--- src/rtl/pport_pkg.sv ---
package pport_pkg;

    localparam int REG_W   = 8;
    localparam int CTL_W   = 6;
    localparam int MODE_W  = 3;
    localparam logic [REG_W-CTL_W-1:0] FIXED_HI = '1;

    typedef logic [MODE_W-1:0] mode_t;
    localparam mode_t MODE_COMPAT = 3'b000;
    localparam mode_t MODE_CFIFO  = 3'b010;

    // Stored control bits; field order is the bit order the CPU sees.
    typedef struct packed {
        logic dir_in;
        logic irq_en;
        logic sel_in;
        logic init;
        logic auto_fd;
        logic strobe;
    } ctl_t;

    typedef struct packed {
        logic strobe_pin;
        logic autofd_pin;
        logic init_pin;
        logic selin_pin;
    } pins_t;

    function automatic pins_t map_pins(ctl_t c);
        pins_t p;
        p.strobe_pin = ~c.strobe;
        p.autofd_pin = ~c.auto_fd;
        p.init_pin   =  c.init;
        p.selin_pin  = ~c.sel_in;
        return p;
    endfunction

    function automatic logic mode_forces_out(mode_t m);
        return (m == MODE_COMPAT) || (m == MODE_CFIFO);
    endfunction

endpackage

--- src/rtl/pport_ack_sync.sv ---
module pport_ack_sync #(
    parameter int SYNC_STAGES = 2
) (
    input  logic clk,
    input  logic rst,
    input  logic ack_in,
    output logic ack_rise
);
    localparam int LAST = SYNC_STAGES;

    logic [LAST:0] chain;

    always_ff @(posedge clk) begin
        if (rst) chain <= '0;
        else     chain <= {chain[LAST-1:0], ack_in};
    end

    assign ack_rise = chain[LAST-1] & ~chain[LAST];
endmodule

--- src/rtl/pport_ctl_store.sv ---
module pport_ctl_store
    import pport_pkg::*;
(
    input  logic             clk,
    input  logic             rst,
    input  logic             wr_en,
    input  logic [CTL_W-1:0] wdata,
    output ctl_t             ctl_q,
    output ctl_t             ctl_d
);
    always_comb begin
        ctl_d = wr_en ? ctl_t'(wdata) : ctl_q;
    end

    always_ff @(posedge clk) begin
        if (rst) ctl_q <= '0;
        else     ctl_q <= ctl_d;
    end
endmodule

--- src/rtl/pport_irq_gen.sv ---
module pport_irq_gen (
    input  logic clk,
    input  logic rst,
    input  logic en_next,
    input  logic ack_rise,
    input  logic status_rd,
    output logic irq
);
    logic irq_d;

    always_comb begin
        irq_d = en_next & (ack_rise | (irq & ~status_rd));
    end

    always_ff @(posedge clk) begin
        if (rst) irq <= 1'b0;
        else     irq <= irq_d;
    end
endmodule

--- src/rtl/pport_ctrl_reg.sv ---
module pport_ctrl_reg
    import pport_pkg::*;
#(
    parameter int SYNC_STAGES = 2
) (
    input  logic             clk,
    input  logic             rst,
    input  logic             reg_sel,
    input  logic             reg_wr,
    input  logic [REG_W-1:0] reg_wdata,
    output logic [REG_W-1:0] reg_rdata,
    input  logic             status_rd,
    input  logic [MODE_W-1:0] port_mode,
    input  logic             ack_in,
    output logic             strobe_pin,
    output logic             autofd_pin,
    output logic             init_pin,
    output logic             selin_pin,
    output logic             dir_is_input,
    output logic             irq
);
    ctl_t  ctl_q;
    ctl_t  ctl_d;
    pins_t pins;
    logic  wr_en;
    logic  ack_rise;
    logic  unused_wr_hi;

    assign wr_en        = reg_sel & reg_wr;
    assign unused_wr_hi = ^reg_wdata[REG_W-1:CTL_W];

    pport_ctl_store u_store (
        .clk   (clk),
        .rst   (rst),
        .wr_en (wr_en),
        .wdata (reg_wdata[CTL_W-1:0]),
        .ctl_q (ctl_q),
        .ctl_d (ctl_d)
    );

    pport_ack_sync #(.SYNC_STAGES(SYNC_STAGES)) u_sync (
        .clk      (clk),
        .rst      (rst),
        .ack_in   (ack_in),
        .ack_rise (ack_rise)
    );

    pport_irq_gen u_irq (
        .clk       (clk),
        .rst       (rst),
        .en_next   (ctl_d.irq_en),
        .ack_rise  (ack_rise),
        .status_rd (status_rd),
        .irq       (irq)
    );

    always_comb begin
        pins         = map_pins(ctl_q);
        strobe_pin   = pins.strobe_pin;
        autofd_pin   = pins.autofd_pin;
        init_pin     = pins.init_pin;
        selin_pin    = pins.selin_pin;
        dir_is_input = ctl_q.dir_in & ~mode_forces_out(mode_t'(port_mode));
        reg_rdata    = reg_sel ? {FIXED_HI, ctl_q} : '0;
    end
endmodule

--- config.mk ---
export PLATFORM = sky130hd
export DESIGN_NAME = pport_ctrl_reg
export DESIGN_NICKNAME = d
export VERILOG_FILES = /design/src/rtl/pport_pkg.sv /design/src/rtl/pport_ack_sync.sv /design/src/rtl/pport_ctl_store.sv /design/src/rtl/pport_irq_gen.sv /design/src/rtl/pport_ctrl_reg.sv
export SDC_FILE = /design/constraint.sdc
export NUM_CORES = 1
export LEC_CHECK = 0
export ABC_AREA = 1
export CAP_MARGIN = 30
export CORE_UTILIZATION = 35
export DETAILED_ROUTE_END_ITERATION = 12
export DONT_BUFFER_PORTS = 1
export GPL_ROUTABILITY_DRIVEN = 0
export GPL_TIMING_DRIVEN = 0
export SLEW_MARGIN = 20
export SYNTH_ARGS = -nofsm -noshare
export SYNTH_HDL_FRONTEND = slang
export SYNTH_HIERARCHICAL = 1
export SYNTH_SLANG_ARGS = --single-unit
--- constraint.sdc ---
create_clock -name clk -period 2.2 [get_ports clk]
set_input_delay 0.44 -clock clk [delete_from_list [all_inputs] [get_ports clk]]
set_output_delay 0.44 -clock clk [all_outputs]
set_load 0.02 [all_outputs]
; Yosys cells after proc, flatten, opt, wreduce, memory -nomap -nowiden
; Cells that the tools add are included.
[op_classes]
mux = 2
n_reduce_logical = 2
n_eq_ne = 1
n_bitwise = 12
[op_table]
columns = op, count
row1 = 8-bit 2-to-1 mux, 1
row2 = 1-bit NOT, 6
row3 = 1-bit AND, 5
row4 = 5-bit 2-to-1 mux, 1
row5 = "3-bit by 2-bit == test with 1-bit output, second input constant", 1
row6 = 3-bit logical NOT, 1
row7 = 1-bit logical OR, 1
row8 = 1-bit bitwise OR, 1
[totals]
ff_bits = 10
elab_cells = 25
out_inout_bits = 14
inputBits = 17

; Longest topological paths before layout
; Gate-level depths: netlist of run 1.
[logic_depth]
depth_word = 4
depth_mapped = 8
depth_no_buf = 8

; Modules after synthesis
; The synthesis of run 1 kept the hierarchy.
[modules_own_cells]
columns = mod, seq_area_each_um2, n_inst, cells_per_inst, area_each_um2
row1 = pport_ctl_store, 120.1, 1, 49, 284.0
row2 = pport_ctrl_reg, 0.0, 1, 22, 90.1
row3 = pport_ack_sync, 60.1, 1, 10, 86.3
row4 = pport_irq_gen, 20.0, 1, 7, 47.5

; Worst setup path after synthesis of run 1
; Ideal clock, no wire load.
[synth_path]
kind = input -> output
start = input port_mode[2]
end = output dir_is_input
cell_stages = 2
slack_ps = 1014
arrival_time_ps = 746
path_buffers = 0
required_time_ps = 1760
cell_sequence = nor2_1 nor2_1
[synth_between]
elab_chain_cells = 4
[synth_rtl]
columns = item, line
row1 = start: declaration, pport_ctrl_reg.sv:13  ; input logic [MODE_W-1:0] port_mode,
row2 = 3-bit by 2-bit == test with 1-bit output / 3-bit logical NOT (equally long branches), pport_pkg.sv:39  ; return (m == MODE_COMPAT) || (m == MODE_CFIFO);
row3 = 1-bit logical OR (*), pport_pkg.sv:39
row4 = 1-bit NOT (*), pport_ctrl_reg.sv:63  ; dir_is_input = ctl_q.dir_in & ~mode_forces_out(mode_t'(port_mode));
row5 = 1-bit AND (*), pport_ctrl_reg.sv:63
row6 = end: declaration, pport_ctrl_reg.sv:19  ; output logic dir_is_input,
; Mark *: on every way between the ends. The rest lies on a longest branch, timed or not.

; Worst setup path after layout of run 1
[layout_path]
start = register, netlist name u_store/ctl_q[2]
end = output reg_rdata[2]
[layout_between]
elab_chain_cells = 1
[layout_rtl]
columns = item, line
row1 = 8-bit 2-to-1 mux, pport_ctrl_reg.sv:64  ; reg_rdata = reg_sel ? {FIXED_HI, ctl_q} : '0;
row2 = end: declaration, pport_ctrl_reg.sv:11  ; output logic [REG_W-1:0] reg_rdata,
; Every way passes these cells.

==> metrics.yaml, run 1 <==
cts:
  postCtsSetupBuffers: 0
  htree_levels: 1
  cts_sinks: 10
  cts_tree: "built"
  cts_buffers: 3
  cts_root_buf: "clkbuf_4"
  clk_path_buf_depth: 2
  insertion_delay_ns: 0.26
  path_clk_slew_ns: 0.07
  ctsHoldBuffers: 0
  post_cts_resized: 0
timing:
  setup_viol_count_final: 0
  fin_skew_ns: 0.00376
  finalHoldViolations: 0
  rsz0062_at_grt: "false"
  fin_crit_ns: 1.42
  fmax_mhz: 705
  maxSlewHeadroom_pct: 75.1
  min_period_over_period_pct: 64.5
  worst_pin_slew_ns: 0.372
  drv_slew: 0
  fin_tns_setup_ns: 0
power:
  leakage_nw: 0.350
  peakVddDrop_mv: 0.482
  power_mw: 0.414
  power.density_mw_per_mm2: 761
setup_path:
  worstPathCellList: "nand2_1, inv_1"
  crit_fanout: 3
  critical_path_class: "reg -> out"
  crit_path_end_kind: "primary output"
  cp_slowest_cell: "dfxtp_1"
  start_kind: "register"
  arrival_ns: 0.98
  slowest_delay_ns: 0.46
  critPathRequiredTime_ns: 1.76
die:
  ios: 31
  die-width_um: 39.4
  core_mm2: 0.00130
  placementRows: 13
  fp.dieH_um: 39.4
  die_area_mm2: 0.00155
  initial_utilization_pct: 37.6
layout:
  layout.nets: 105
  diodes: 0
  syn2layout_area_growth_pct: 11.3
  layout-drive-gt1-share_pct: 10.3
  nFillCells: 156
global_route:
  grt_max_degree: 11
  grt_usage_pct: 12.7
  grt_pass1_wl_um: 1230
  grt_pass1_vias: 314
  gr-total-overflow: 0
  antenna_found_initial: 0
status:
  status: "complete, no violations"
drt:
  drcViolationCount: 0
  routed_wl_um: 842
  drt-vias-per-instance: 3.98
  ant_nets: 0
  routedWlPerCell_um: 8.25
  first_iter_violations: 3
  drt_first_pass_iters: 2
  vias: 406
yosys:
  synth_fp_nets: 100
  syn-cell-area_um2: 489
  ys_warn_count: 6
  syn_area_per_cell_um2: 5.89
  synth_cells: 83
job:
  max-cap-violations: 0
worst_hold_path:
  min_path_type: "in -> reg"
place:
  io_buffer_count: 0
  place_hpwl_um: 624
layer usage:
layer	up-vias	global-route usage [%]	share of wire [%]
li1	226	-	-
met1	166	13.3	44
met2	12	19.6	50
met3	2	5.11	4.5
met4	0	10.3	1.4
met5	-	0	0
cell usage in the layout (no fill, tap or decap):
cell type	count
nor2_1	11
nor2_2	1
a21oi_2	1
clkbuf_4	3
clkbuf_8	1
inv_2	1
buf_4	2
nand2_1	27
dfxtp_1	10
inv_1	30
registers in the layout (all words and copies together), names as in the netlist:
name / count
u_irq/irq: 1
u_store/ctl_q: 6
u_sync/chain: 3
area by class of cell:
cell class              count  area (um2)  share of cell area (%)
multi-input cells          40         158                    29.0
plain buffers               2        15.0                    2.76
clock buffers               4        36.3                    6.67
well taps                  15        18.8                    3.45
flip-flops and latches     10         200                    36.8
inverters                  31         116                    21.4
per-stage QoR:
stage | utilization (%) | setup WS, ns | instances | hold slack [ns] | instance area [um2]
after detailed placement | 39.0 | 1.00 | 98 | 0.399 | 508
after CTS | 41.8 | 0.766 | 102 | 0.228 | 544
final | 41.8 | 0.781 | 102 | 0.239 | 544
after global placement | 39.0 | 1.00 | 98 | 0.390 | 508
after global routing | 41.8 | 0.705 | 102 | 0.219 | 544
after floorplan | - | 1.01 | 83 | 0.388 | 489
critical path, delay by kind of cell (launching register included):
kind | cells | cell delay (ns)
and+or+nand+nor | 1 | 0.09
DFF | 1 | 0.46
buffers and inverters | 1 | 0.16
worst paths after layout:
| kind | from | end | slack [ns] | cells past startpoint |
|---|---|---|---|---|
| max | u_store/ctl_q[2] | reg_rdata[2] | 0.78 | 2 |
| min | rst | u_store/ctl_q[4] | 0.24 | 1 |
| min reg2reg | u_sync/chain[0] | u_sync/chain[1] | 0.41 | 2 |
| max reg2reg | u_store/ctl_q[2] | u_store/ctl_q[2] | 1.43 | 4 |
report_power, final:
group,switching (mW),internal [mW],leakage [nW],total (mW)
Clock,0.0628,0.100,0.0210,0.163
Sequential,0.00737,0.191,0.0823,0.198
Combinational,0.0365,0.0159,0.246,0.0524
Note: power is estimated with default switching activity, not from simulation.
==> run 2: changes to the inputs <==
==> constraint.sdc (replaced) <==
create_clock -name clk -period 1.2 [get_ports clk]
set_input_delay 0.24 -clock clk [delete_from_list [all_inputs] [get_ports clk]]
set_output_delay 0.24 -clock clk [all_outputs]
set_load 0.02 [all_outputs]
==> run 2 against run 1 <==
Effect of this change:
- wire length increased by 1.1%
- core utilization up 0.29 points
- critical endpoint unchanged
- combinational power increased by 85%
- sequential power rose by 84%
- final cell count is the same
- non-clock buffer count stayed put
- clock-buffer cell count stayed put
- clock power is 85% higher
==> metrics.yaml, run 2 (synthesis results as in run 1) <==
die:
  core_mm2: 0.00130
  fp.dieH_um: 39.4
  die_area_mm2: 0.00155
  ios: 31
  initial_utilization_pct: 37.6
  placementRows: 13
  die-width_um: 39.4
layout:
  layout.nets: 105
  syn2layout_area_growth_pct: 12.0
  final_cell_mix: "inv_1 (30), nand2_1 (27), nor2_1 (10)"
  layout-drive-gt1-share_pct: 12.6
  diodes: 0
  layout.cells.most_common: "inv_1"
  reg_top3: "u_store/ctl_q: 6 flops, u_sync/chain: 3 flops, u_irq/irq: 1 flops"
  largest_register: "u_store/ctl_q"
  fin_cells: 102
  largest_reg_flops: 6
cts:
  ctsHoldBuffers: 0
  cts_sinks: 10
  path_clk_slew_ns: 0.07
  htree_levels: 1
  postCtsSetupBuffers: 0
  insertion_delay_ns: 0.26
  cts_tree: "built"
  post_cts_resized: 2
  clk_path_buf_depth: 2
  cts_root_buf: "clkbuf_4"
  cts_buffers: 3
global_route:
  grt_max_degree: 11
  gr-total-overflow: 0
  grt_usage_pct: 12.7
  grt_pass1_vias: 305
  antenna_found_initial: 0
  grt_pass1_wl_um: 1220
timing:
  maxSlewHeadroom_pct: 84.2
  setup_viol_count_final: 0
  worst_pin_slew_ns: 0.236
  fin_skew_ns: 0.00490
  fmax_mhz: 890
  fin_crit_ns: 1.12
  finalHoldViolations: 0
  min_period_over_period_pct: 93.6
  rsz0062_at_grt: "false"
  drv_slew: 0
  fin_tns_setup_ns: 0
setup_path:
  start_kind: "register"
  critical_path_class: "reg -> out"
  crit_path_end_kind: "primary output"
  critPathRequiredTime_ns: 0.96
  arrival_ns: 0.88
  crit_fanout: 3
place:
  dp_cells: 98
  place_hpwl_um: 624
  io_buffer_count: 0
drt:
  routedWlPerCell_um: 8.34
  first_iter_violations: 4
  vias: 410
  drt_first_pass_iters: 2
  routed_wl_um: 851
  drt-vias-per-instance: 4.02
  ant_nets: 0
  drcViolationCount: 0
power:
  p_sw_share_pct: 26.0
  power.density_mw_per_mm2: 1390
  leakage_nw: 0.350
  combPwrFrac_pct: 12.7
  power_switching_mw: 0.199
  pwr-share-clk_pct: 39.5
  peakVddDrop_mv: 0.887
  seq_power_share_pct: 47.7
  intPower_mw: 0.564
job:
  max-cap-violations: 0
worst_hold_path:
  min_path_type: "in -> reg"
status:
  status: "complete, no violations"
==> run 2: final timing paths <==
check | start | endpoint | slack (ns) | depth (start not counted)
worst max register to register | u_store/ctl_q[4] | u_irq/irq | 0.48 | 6
worst min register to register | u_sync/chain[0] | u_sync/chain[1] | 0.41 | 2
worst max-delay path | u_store/ctl_q[2] | reg_rdata[2] | 0.08 | 2
worst min-delay path | rst | u_store/ctl_q[2] | 0.03 | 1
==> run 2: worst max-delay path, cell delays in order (launching register included) <==
cell and delay [ns]:
dfxtp_2 0.40, nand2_1 0.07, inv_1 0.15
==> run 2: area by class of cell <==
class / instances / area (um2)
Fill cell: 158 / 753
Sequential cell: 10 / 201
Multi-Input combinational cell: 40 / 160
Inverter: 31 / 116
Clock buffer: 4 / 36.3
Tap cell: 15 / 18.8
Buffer: 2 / 15.0
==> run 2: metal layers <==
layer	share of wire (%)	GRT usage (%)	wire (um)
met5	0	0	0
met4	1.4	10.3	12
met3	4.2	5.68	36
met2	51	19.6	431
met1	43	13.0	369
==> run 2: power groups by stage <==
stage / sequential [mW] / combinational (mW) / clock [mW]
final: 0.364 / 0.0970 / 0.302
after global routing: 0.367 / 0.114 / 0.329
after CTS: 0.365 / 0.0984 / 0.311
after detailed placement: 0.372 / 0.0968 / 0
after global placement: 0.371 / 0.0951 / 0
after floorplan: 0.369 / 0.0884 / 0
==> run 2: through the flow <==
stage               util, %  worst slack, ns  hold WS (ns)  instance area, um2  power (mW)
floorplan                 -            0.306         0.307                 489       0.458
global placement       39.0            0.221         0.308                 508       0.466
detailed placement     39.0            0.224         0.310                 508       0.469
CTS                    42.1           0.0575        0.0220                 548       0.774
global route           42.1           0.0150        0.0195                 548       0.811
finish                 42.1           0.0768        0.0334                 548       0.763
